File: src/rtl/fbuf_fetch.sv
`timescale 1ns/1ps
module fbuf_fetch #(
  parameter int ADDR_W     = 32,
  parameter int DATA_W     = 32,
  parameter int FIFO_DEPTH = 512,
  parameter int FW_W       = 24,
  parameter int BL_W       = 8,
  localparam int LVL_W     = $clog2(FIFO_DEPTH + 1)
) (
  input  logic              clk,
  input  logic              rst_n,
  input  logic              cfg_enable,
  input  logic              cfg_dma_reset,
  input  logic [ADDR_W-1:0] cfg_base,
  input  logic [FW_W-1:0]   cfg_frame_words,
  input  logic [BL_W-1:0]   cfg_burst_m1,
  input  logic [LVL_W-1:0]  cfg_threshold,
  input  logic [LVL_W-1:0]  fifo_level,
  output logic              mem_req,
  output logic [ADDR_W-1:0] mem_addr,
  output logic [BL_W-1:0]   mem_len_m1,
  input  logic              mem_gnt,
  input  logic              mem_rvalid,
  input  logic [DATA_W-1:0] mem_rdata,
  output logic              fifo_wr,
  output logic [DATA_W-1:0] fifo_wdata,
  output logic              frame_done,
  output logic              busy
);
  localparam int CNT_W = BL_W + 1;
  localparam int AL    = $clog2(DATA_W / 8);

  typedef enum logic [1:0] {S_IDLE, S_REQ, S_DATA} st_t;
  st_t st;

  logic [ADDR_W-1:0] next_addr, addr_q;
  logic [FW_W-1:0]   words_left;
  logic              at_start, last_q;
  logic [BL_W-1:0]   len_q;
  logic [CNT_W-1:0]  beats_left;

  logic [FW_W-1:0]   left_now, bw_ext, n_words;
  logic [ADDR_W-1:0] addr_now;
  logic              go, fire;

  assign left_now = at_start ? cfg_frame_words : words_left;
  assign addr_now = at_start ? cfg_base : next_addr;
  assign bw_ext   = FW_W'({1'b0, cfg_burst_m1}) + FW_W'(1);
  assign n_words  = (left_now < bw_ext) ? left_now : bw_ext;
  assign go       = (st == S_IDLE) && cfg_enable && !cfg_dma_reset &&
                    (cfg_frame_words != '0) && (fifo_level <= cfg_threshold);
  assign fire     = (st == S_DATA) && mem_rvalid;

  assign mem_req    = (st == S_REQ);
  assign mem_addr   = addr_q;
  assign mem_len_m1 = len_q;
  assign fifo_wr    = fire;
  assign fifo_wdata = mem_rdata;
  assign frame_done = fire && (beats_left == CNT_W'(1)) && last_q;
  assign busy       = (st != S_IDLE);

  always_ff @(posedge clk or negedge rst_n) begin
    if (!rst_n) begin
      st         <= S_IDLE;
      at_start   <= 1'b1;
      words_left <= '0;
      next_addr  <= '0;
      addr_q     <= '0;
      len_q      <= '0;
      last_q     <= 1'b0;
      beats_left <= '0;
    end else if (cfg_dma_reset) begin
      st         <= S_IDLE;
      at_start   <= 1'b1;
      beats_left <= '0;
    end else begin
      case (st)
        S_IDLE: if (go) begin
          st         <= S_REQ;
          addr_q     <= addr_now;
          len_q      <= BL_W'(n_words - FW_W'(1));
          beats_left <= CNT_W'(n_words);
          next_addr  <= addr_now + (ADDR_W'(n_words) << AL);
          words_left <= left_now - n_words;
          at_start   <= (left_now == n_words);
          last_q     <= (left_now == n_words);
        end
        S_REQ: if (mem_gnt) st <= S_DATA;
        S_DATA: if (mem_rvalid) begin
          beats_left <= beats_left - CNT_W'(1);
          if (beats_left == CNT_W'(1)) st <= S_IDLE;
        end
        default: st <= S_IDLE;
      endcase
    end
  end

  assert_reset_quiet_R1: assert property (@(posedge clk) !rst_n |-> !mem_req && !busy);

  assert_launch_gate_R2: assert property (@(posedge clk) disable iff (!rst_n)
    $rose(mem_req) |-> $past(cfg_enable) && !$past(busy) &&
                       ($past(fifo_level) <= $past(cfg_threshold)));

  assert_req_hold_R3: assert property (@(posedge clk) disable iff (!rst_n)
    mem_req && !mem_gnt && !cfg_dma_reset |=>
      mem_req && $stable(mem_addr) && $stable(mem_len_m1));

  assert_len_cap_R4: assert property (@(posedge clk) disable iff (!rst_n)
    $rose(mem_req) |-> mem_len_m1 <= $past(cfg_burst_m1));

  assert_wr_in_burst_R6: assert property (@(posedge clk) disable iff (!rst_n)
    fifo_wr |-> busy && !mem_req);

  assert_frame_end_R7: assert property (@(posedge clk) disable iff (!rst_n)
    frame_done |-> fifo_wr);

  assert_clear_idle_R9: assert property (@(posedge clk) disable iff (!rst_n)
    cfg_dma_reset |=> !busy && !mem_req);
endmodule

File: config.mk
export PLATFORM = sky130hd
export DESIGN_NAME = fbuf_fetch
export DESIGN_NICKNAME = d
export VERILOG_FILES = /design/src/rtl/fbuf_fetch.sv
export SDC_FILE = /design/constraint.sdc
export NUM_CORES = 1
export LEC_CHECK = 0
export BUFFER_PORTS_ARGS = -buffer_cell sky130_fd_sc_hd__buf_2
export CORE_ASPECT_RATIO = 0.75
export CORE_MARGIN = 4
export CORE_UTILIZATION = 40
export CTS_CLUSTER_SIZE = 28
export DETAILED_ROUTE_END_ITERATION = 7
export SLEW_MARGIN = 5
export SYNTH_ARGS = -nofsm -noshare
export SYNTH_HDL_FRONTEND = slang
export SYNTH_SLANG_ARGS = --single-unit
File: constraint.sdc
create_clock -name clk -period 7.5 [get_ports clk]
set_input_delay 1.5 -clock clk [delete_from_list [all_inputs] [get_ports clk]]
set_output_delay 1.5 -clock clk [all_outputs]
set_load 0.005 [all_outputs]
Word level (Yosys, flattened, before mapping)
Index checks and enable logic that the tools add are counted.
{"block": "word_totals", "ff_bits": 109, "latch_bits": 0, "ram_bits": 0, "mem_bits_ro": 0, "output_inout_bits": 76, "elab_cells": 58, "n_memories": 0}
{"block": "op_classes", "add_sub_neg": 5, "multipliers": 0, "n_div": 0, "order_cmp": 2, "eq_ne": 8, "shifts": 0, "mux": 16, "bitwise_logic": 1, "n_reduce_logical": 18}
{"op": "2-to-1 mux 24 bit", "n": 2}
{"op": "adder 32 x 26 -> 32 bit", "n": 1}
{"op": "2-to-1 mux 32 bit", "n": 1}
{"op": "2-to-1 mux 9 bit", "n": 3}
{"op": "equality test 24 bit", "n": 1}
{"op": "< comparator 24 x 9 -> 1 bit", "n": 1}
{"op": "nonzero test 24 bit", "n": 1}
{"op": "subtractor 24 bit", "n": 1}
{"op": "one-hot mux 9 bit (2 select lines)", "n": 1}
{"op": "<= comparator 10 bit", "n": 1}
{"op": "2-to-1 mux 2 bit", "n": 5}
{"op": "adder 8 x 1 -> 9 bit, second input constant", "n": 1}
{"op": "equality test 9 x 1 -> 1 bit, second input constant", "n": 1}
{"op": "subtractor 9 x 1 -> 9 bit, second input constant", "n": 1}
{"op": "subtractor 8 x 1 -> 8 bit, second input constant", "n": 1}
{"op": "logical AND 1 bit", "n": 7}
{"op": "inequality test 3 x 2 -> 1 bit, second input constant", "n": 2}
{"op": "inequality test 3 bit, second input constant", "n": 2}
{"op": "one-hot mux 2 bit (3 select lines)", "n": 1}
{"op": "AND reduction 3 bit", "n": 2}
{"op": "nonzero test 2 bit", "n": 3}
{"op": "AND reduction 4 bit", "n": 1}
{"op": "2-to-1 mux 1 bit", "n": 3}
{"op": "nonzero test 3 bit", "n": 1}
{"op": "6 further kinds", "n": 6}

Logic depth before layout (Yosys ltp)
{"block": "logic_depth", "word_depth": 8, "ltp_mapped": 26, "ltp_nobuf": 23}

Worst setup path before layout
No wires, ideal clock.
{"block": "synth_timing", "kind": "input -> register", "start": "in cfg_burst_m1[3]", "end": "reg words_left[22]", "setup_ns": 0.126, "arrival_time_ns": 5.573, "required_ns": 7.374, "slack_ns": 1.801, "path_stages": 21, "n_path_buf": 0, "path_cell_list": "and3_1 and3_1 nand3_1 xor2_1 ha_1 o2111a_1 o21ai_0 nand4b_1 nor4_4 mux2i_1 inv_1 ha_1 nor2b_1 o21ai_1 a21oi_1 o31a_1 o21ai_2 or3b_1 nor2_1 xor2_1 a221o_1"}
{"block": "synth_via", "elab_chain_len": 4}
{"item": "start: declaration", "line_no": "16", "source": "input logic [BL_W-1:0] cfg_burst_m1,"}
{"item": "adder 8 x 1 -> 9 bit *", "line_no": "48", "source": "assign bw_ext = FW_W'({1'b0, cfg_burst_m1}) + FW_W'(1);"}
{"item": "< comparator 24 x 9 -> 1 bit", "line_no": "49", "source": "assign n_words = (left_now < bw_ext) ? left_now : bw_ext;"}
{"item": "2-to-1 mux 24 bit *", "line_no": "49"}
{"item": "subtractor 24 bit *", "line_no": "84", "source": "words_left <= left_now - n_words;"}
{"item": "end signal: assignment", "line_no": "84"}
{"item": "end: declaration", "line_no": "37", "source": "logic [FW_W-1:0] words_left;"}
Mark *: on every way between the ends. The rest lies on a longest branch, timed or not.
A chain may end at the register's enable or synchronous reset.

Worst setup path after layout
{"block": "layout_timing", "start": "in cfg_burst_m1[3]", "end": "reg next_addr[31]"}
{"block": "layout_via", "elab_chain_len": 4}
{"item": "adder 8 x 1 -> 9 bit *", "line_no": "48"}
{"item": "< comparator 24 x 9 -> 1 bit", "line_no": "49"}
{"item": "2-to-1 mux 24 bit *", "line_no": "49"}
{"item": "adder 32 x 26 -> 32 bit *", "line_no": "83", "source": "next_addr <= addr_now + (ADDR_W'(n_words) << AL);"}
{"item": "end signal: assignment", "line_no": "83"}
{"item": "end: declaration", "line_no": "36", "source": "logic [ADDR_W-1:0] next_addr, addr_q;"}
Marks and branches as above.

==> results.md <==
* R2R Path Start: at_start
* Hold path startpoint: mem_addr[2]
* Fin. Hold Viols at 0
* Multi-input gate area at 5166 sq um
* Initial Utilization at 41.10%
* Crit path to: next_addr[31]
* CP max stage delay at 0.77 ns
* DP HPWL at 16,920 um
* Number of placed I/O pins at 198
* Via count at 7,367
* Fill cell count at 2,053
* Slowest library cell on the worst path: nor4_4
* Sequential area share after synthesis at 31.89%
* CTS tree: built
* Final Critical Period at 6.572 ns
* LEAKAGE at 4.498 nW
* Startpoint types: input port
* Clk sink count at 107
* DR WL/cell at 16.18 um
* Top delay family on crit path: simple AND/OR/NAND/NOR gates
* Routed wl met3 at 1212 um
* Bufs and invs on worst path at 1
* Initial antenna violation count at 1
* Worst-path fanout max at 15
* Worst skew pair latency at 0.36 ns
* Starting DRC count in detailed routing at 381
* Synthesis-to-finish area growth at 11.81%
* Total congestion overflow at 0
* Synth warn at 0
* Post-synth EDFFs at 0
* Die W at 175.3 um
* ANT nets after route at 0
* # H-tree levels at 3
* Period utilization at 87.63%
* Slew Viols, Final at 0
* GP Congestion at 0.9598
* Post-layout util at 45.95%
* Die height at 133.5 um
* F_max at 152.2 MHz
* Most common cell after layout, fill and taps aside: nand2_1
* Routed wire length at 22,380 um
* Synthesized flop and latch total at 107
* Die footprint at 23,410 sq um
* Reg2reg end: next_addr[31]
* Critical path cell sequence: buf_2 > and3_1 > nand3_1 > xor2_1 > ha_1 > o2111a_1 > nand3_1 > a21oi_1 > nor4_4 > mux2i_1 > ha_1 > a21oi_1 > nor2b_1 > o31ai_1 > nand3_1 > a221oi_1 > nor2b_1 > nor2b_1 > xor2_1 > a221o_1
* Setup crit end kind: flop
* Post-CTS sizing at 0
* Clock root cell: clkbuf_16
* Rel. slew slack at 39.54%
* Nets at 1,276
* Vias in the first global route at 6,939
* Clock slew at reported path FFs at 0.08 ns
* CTS Hold Bufs at 0
* Number of setup violations in the final report at 0
* Most frequent cells in the layout: nand2_1 (178), buf_2 (132), dfrtp_1 (106)
* Worst Reg2Reg Path Length in Cells at 18
* CP required at 7.75 ns
* Drt first pass iters at 6
* Share of cells above drive strength 1 at 19.44%
* PwrDens at 227.7 nW/um^2
* Critical Path AT at 6.82 ns
* Setup CP Type: in -> reg
* Critical path startpoint: cfg_burst_m1[3]
* R2R Setup Slk at 1.12 ns
* Ant diodes at 0
* Cell area after synthesis at 8399 sq um
* Syn Inst Count at 1,008
* Clk buf depth at 2
* Crit path depth at 20
* DRC Markers at 0
* Post-CTS Setup Bufs at 0
* Top Layer Used: met5
* Maximum VDD drop at 0.1184 mV
* First-pass GRT wire length at 36,960 um
* Register Area at 2683 sq um
* Met2 WL at 9513 um
* Hold crit path type: reg -> reg
* Rows at 45
* Asr flop ratio synth at 100.0%
* Ys flop type: dfrtp_1
* CTS buffer count at 9
* RSZ-0062 raised after global routing: false
* Total global-route track usage at 19.27%
* Mapped Avg Cell Area at 8.333 sq um
* Pin count of the biggest net entering global routing at 62
* Status: completed
* Port Buffers at 133
* Clock skew at 0.01031 ns
* Least-Margin Pin Slew at 0.9002 ns
* Via-to-Cell Ratio at 5.327
* Total Power at 0.002139 W
* Yosys cell types at 81
* Fin Setup TNS at 0 ns
* Hold path depth at 2
* Max_cap viols at 0
* Routed length on met1 at 11,350 um
* Core Footprint at 20,440 sq um
## how the worst min path moves through the flow
stage / to / slack [ns]
finish: mem_addr[2] / 0.47
CTS: words_left[8] / 0.48
floorplan: next_addr[5] / 0.43
global route: mem_addr[2] / 0.49
detailed placement: mem_addr[20] / 0.46
global placement: words_left[8] / 0.45
## synthesized netlist by cell type, types with 6 or more instances
cell | count | area, sq um
nand2_1 | 178 | 668.1
dfrtp_1 | 106 | 2653
nor2_1 | 60 | 225.2
o21ai_0 | 56 | 280.3
ha_1 | 55 | 688.2
a21oi_1 | 54 | 270.3
inv_1 | 37 | 138.9
buf_4 | 35 | 262.8
nand3_1 | 35 | 175.2
mux2_2 | 29 | 326.6
xor2_1 | 27 | 236.5
mux2i_1 | 26 | 260.3
clkbuf_1 | 24 | 90.09
xnor2_1 | 24 | 210.2
o21ai_1 | 23 | 115.1
nor3_1 | 21 | 105.1
a21o_1 | 19 | 142.6
nor2b_1 | 13 | 81.33
or3_1 | 11 | 68.82
a211oi_1 | 10 | 75.07
buf_2 | 10 | 50.05
o31ai_1 | 10 | 75.07
and3_1 | 9 | 56.30
a221o_1 | 8 | 80.08
a31oi_1 | 8 | 50.05
nand2b_1 | 7 | 43.79
nor4_1 | 7 | 43.79
buf_1 | 6 | 22.52
o211ai_1 | 6 | 45.04
o21a_1 | 6 | 45.04
## registers in the layout, indices dropped and copies added, names as in the netlist
name        cells
mem_len_m1      8
at_start        1
mem_addr       30
last_q          1
next_addr      32
beats_left      9
words_left     24
st              2
## report_power, final
| group | internal, W | total, W | switching, W |
|---|---|---|---|
| sequential | 0.000757 | 0.000880 | 0.000124 |
| clock | 0.000261 | 0.000500 | 0.000238 |
| combinational | 0.000338 | 0.000759 | 0.000421 |
## cells by family after synthesis
| logic type | count (synthesis) | share of synthesized area, % |
|---|---|---|
| AOI/OAI and AO/OA | 235 | 17.74 |
| xor gates and xnor gates | 51 | 5.318 |
| adders and majority gates | 57 | 8.670 |
| buffers and inverters | 120 | 7.344 |
| DFF | 107 | 31.89 |
| muxes | 57 | 7.389 |
| other | 1 | 0.04465 |
| and+or+nand+nor | 380 | 21.60 |
## worst register-to-register path, stage by stage (launching register included)
cell and delay, ns:
dfstp_4 1.04, mux2i_1 0.50, inv_1 0.15, ha_1 0.32, o2111a_1 0.26, nand3_1 0.11
a21oi_1 0.08, nor4_4 0.77, mux2i_1 0.66, ha_1 0.43, a21oi_1 0.17, nor2b_1 0.07
o31ai_1 0.27, nand3_1 0.20, a221oi_1 0.44, nor2b_1 0.16, nor2b_1 0.19, xor2_1 0.14
a221o_1 0.33
## area by class of cell
type,instances,area share [%]
Clock buffer,9,2.398
Tap cell,282,3.757
Clock inverter,6,0.7594
Sequential cell,107,28.56
Inverter,42,1.679
Timing Repair Buffer,142,7.834
Multi-Input combinational cell,795,55.01
## metal layers
layer / global-route usage (%) / vias up
met3: 4.851 / 22
met5: 0 / -
met4: 4.361 / 2
li1: - / 3681
met1: 28.26 / 3488
met2: 28.63 / 174
## through the flow
| step | hold WS (ns) | cells | worst slack (ns) | cell area [sq um] |
|---|---|---|---|---|
| 6_report | 0.4697 | 1383 | 0.9278 | 9392 |
| 5_1_grt | 0.4857 | 1383 | 0.3976 | 9392 |
| 4_1_cts | 0.4752 | 1383 | 1.014 | 9392 |
| 3_5_place_dp | 0.4570 | 1368 | 0.6448 | 9095 |
| 3_3_place_gp | 0.4466 | 1368 | 0.8047 | 9095 |
| 2_1_floorplan | 0.4348 | 1022 | 1.801 | 8452 |
No activity file was read; power rests on OpenSTA's default activity.
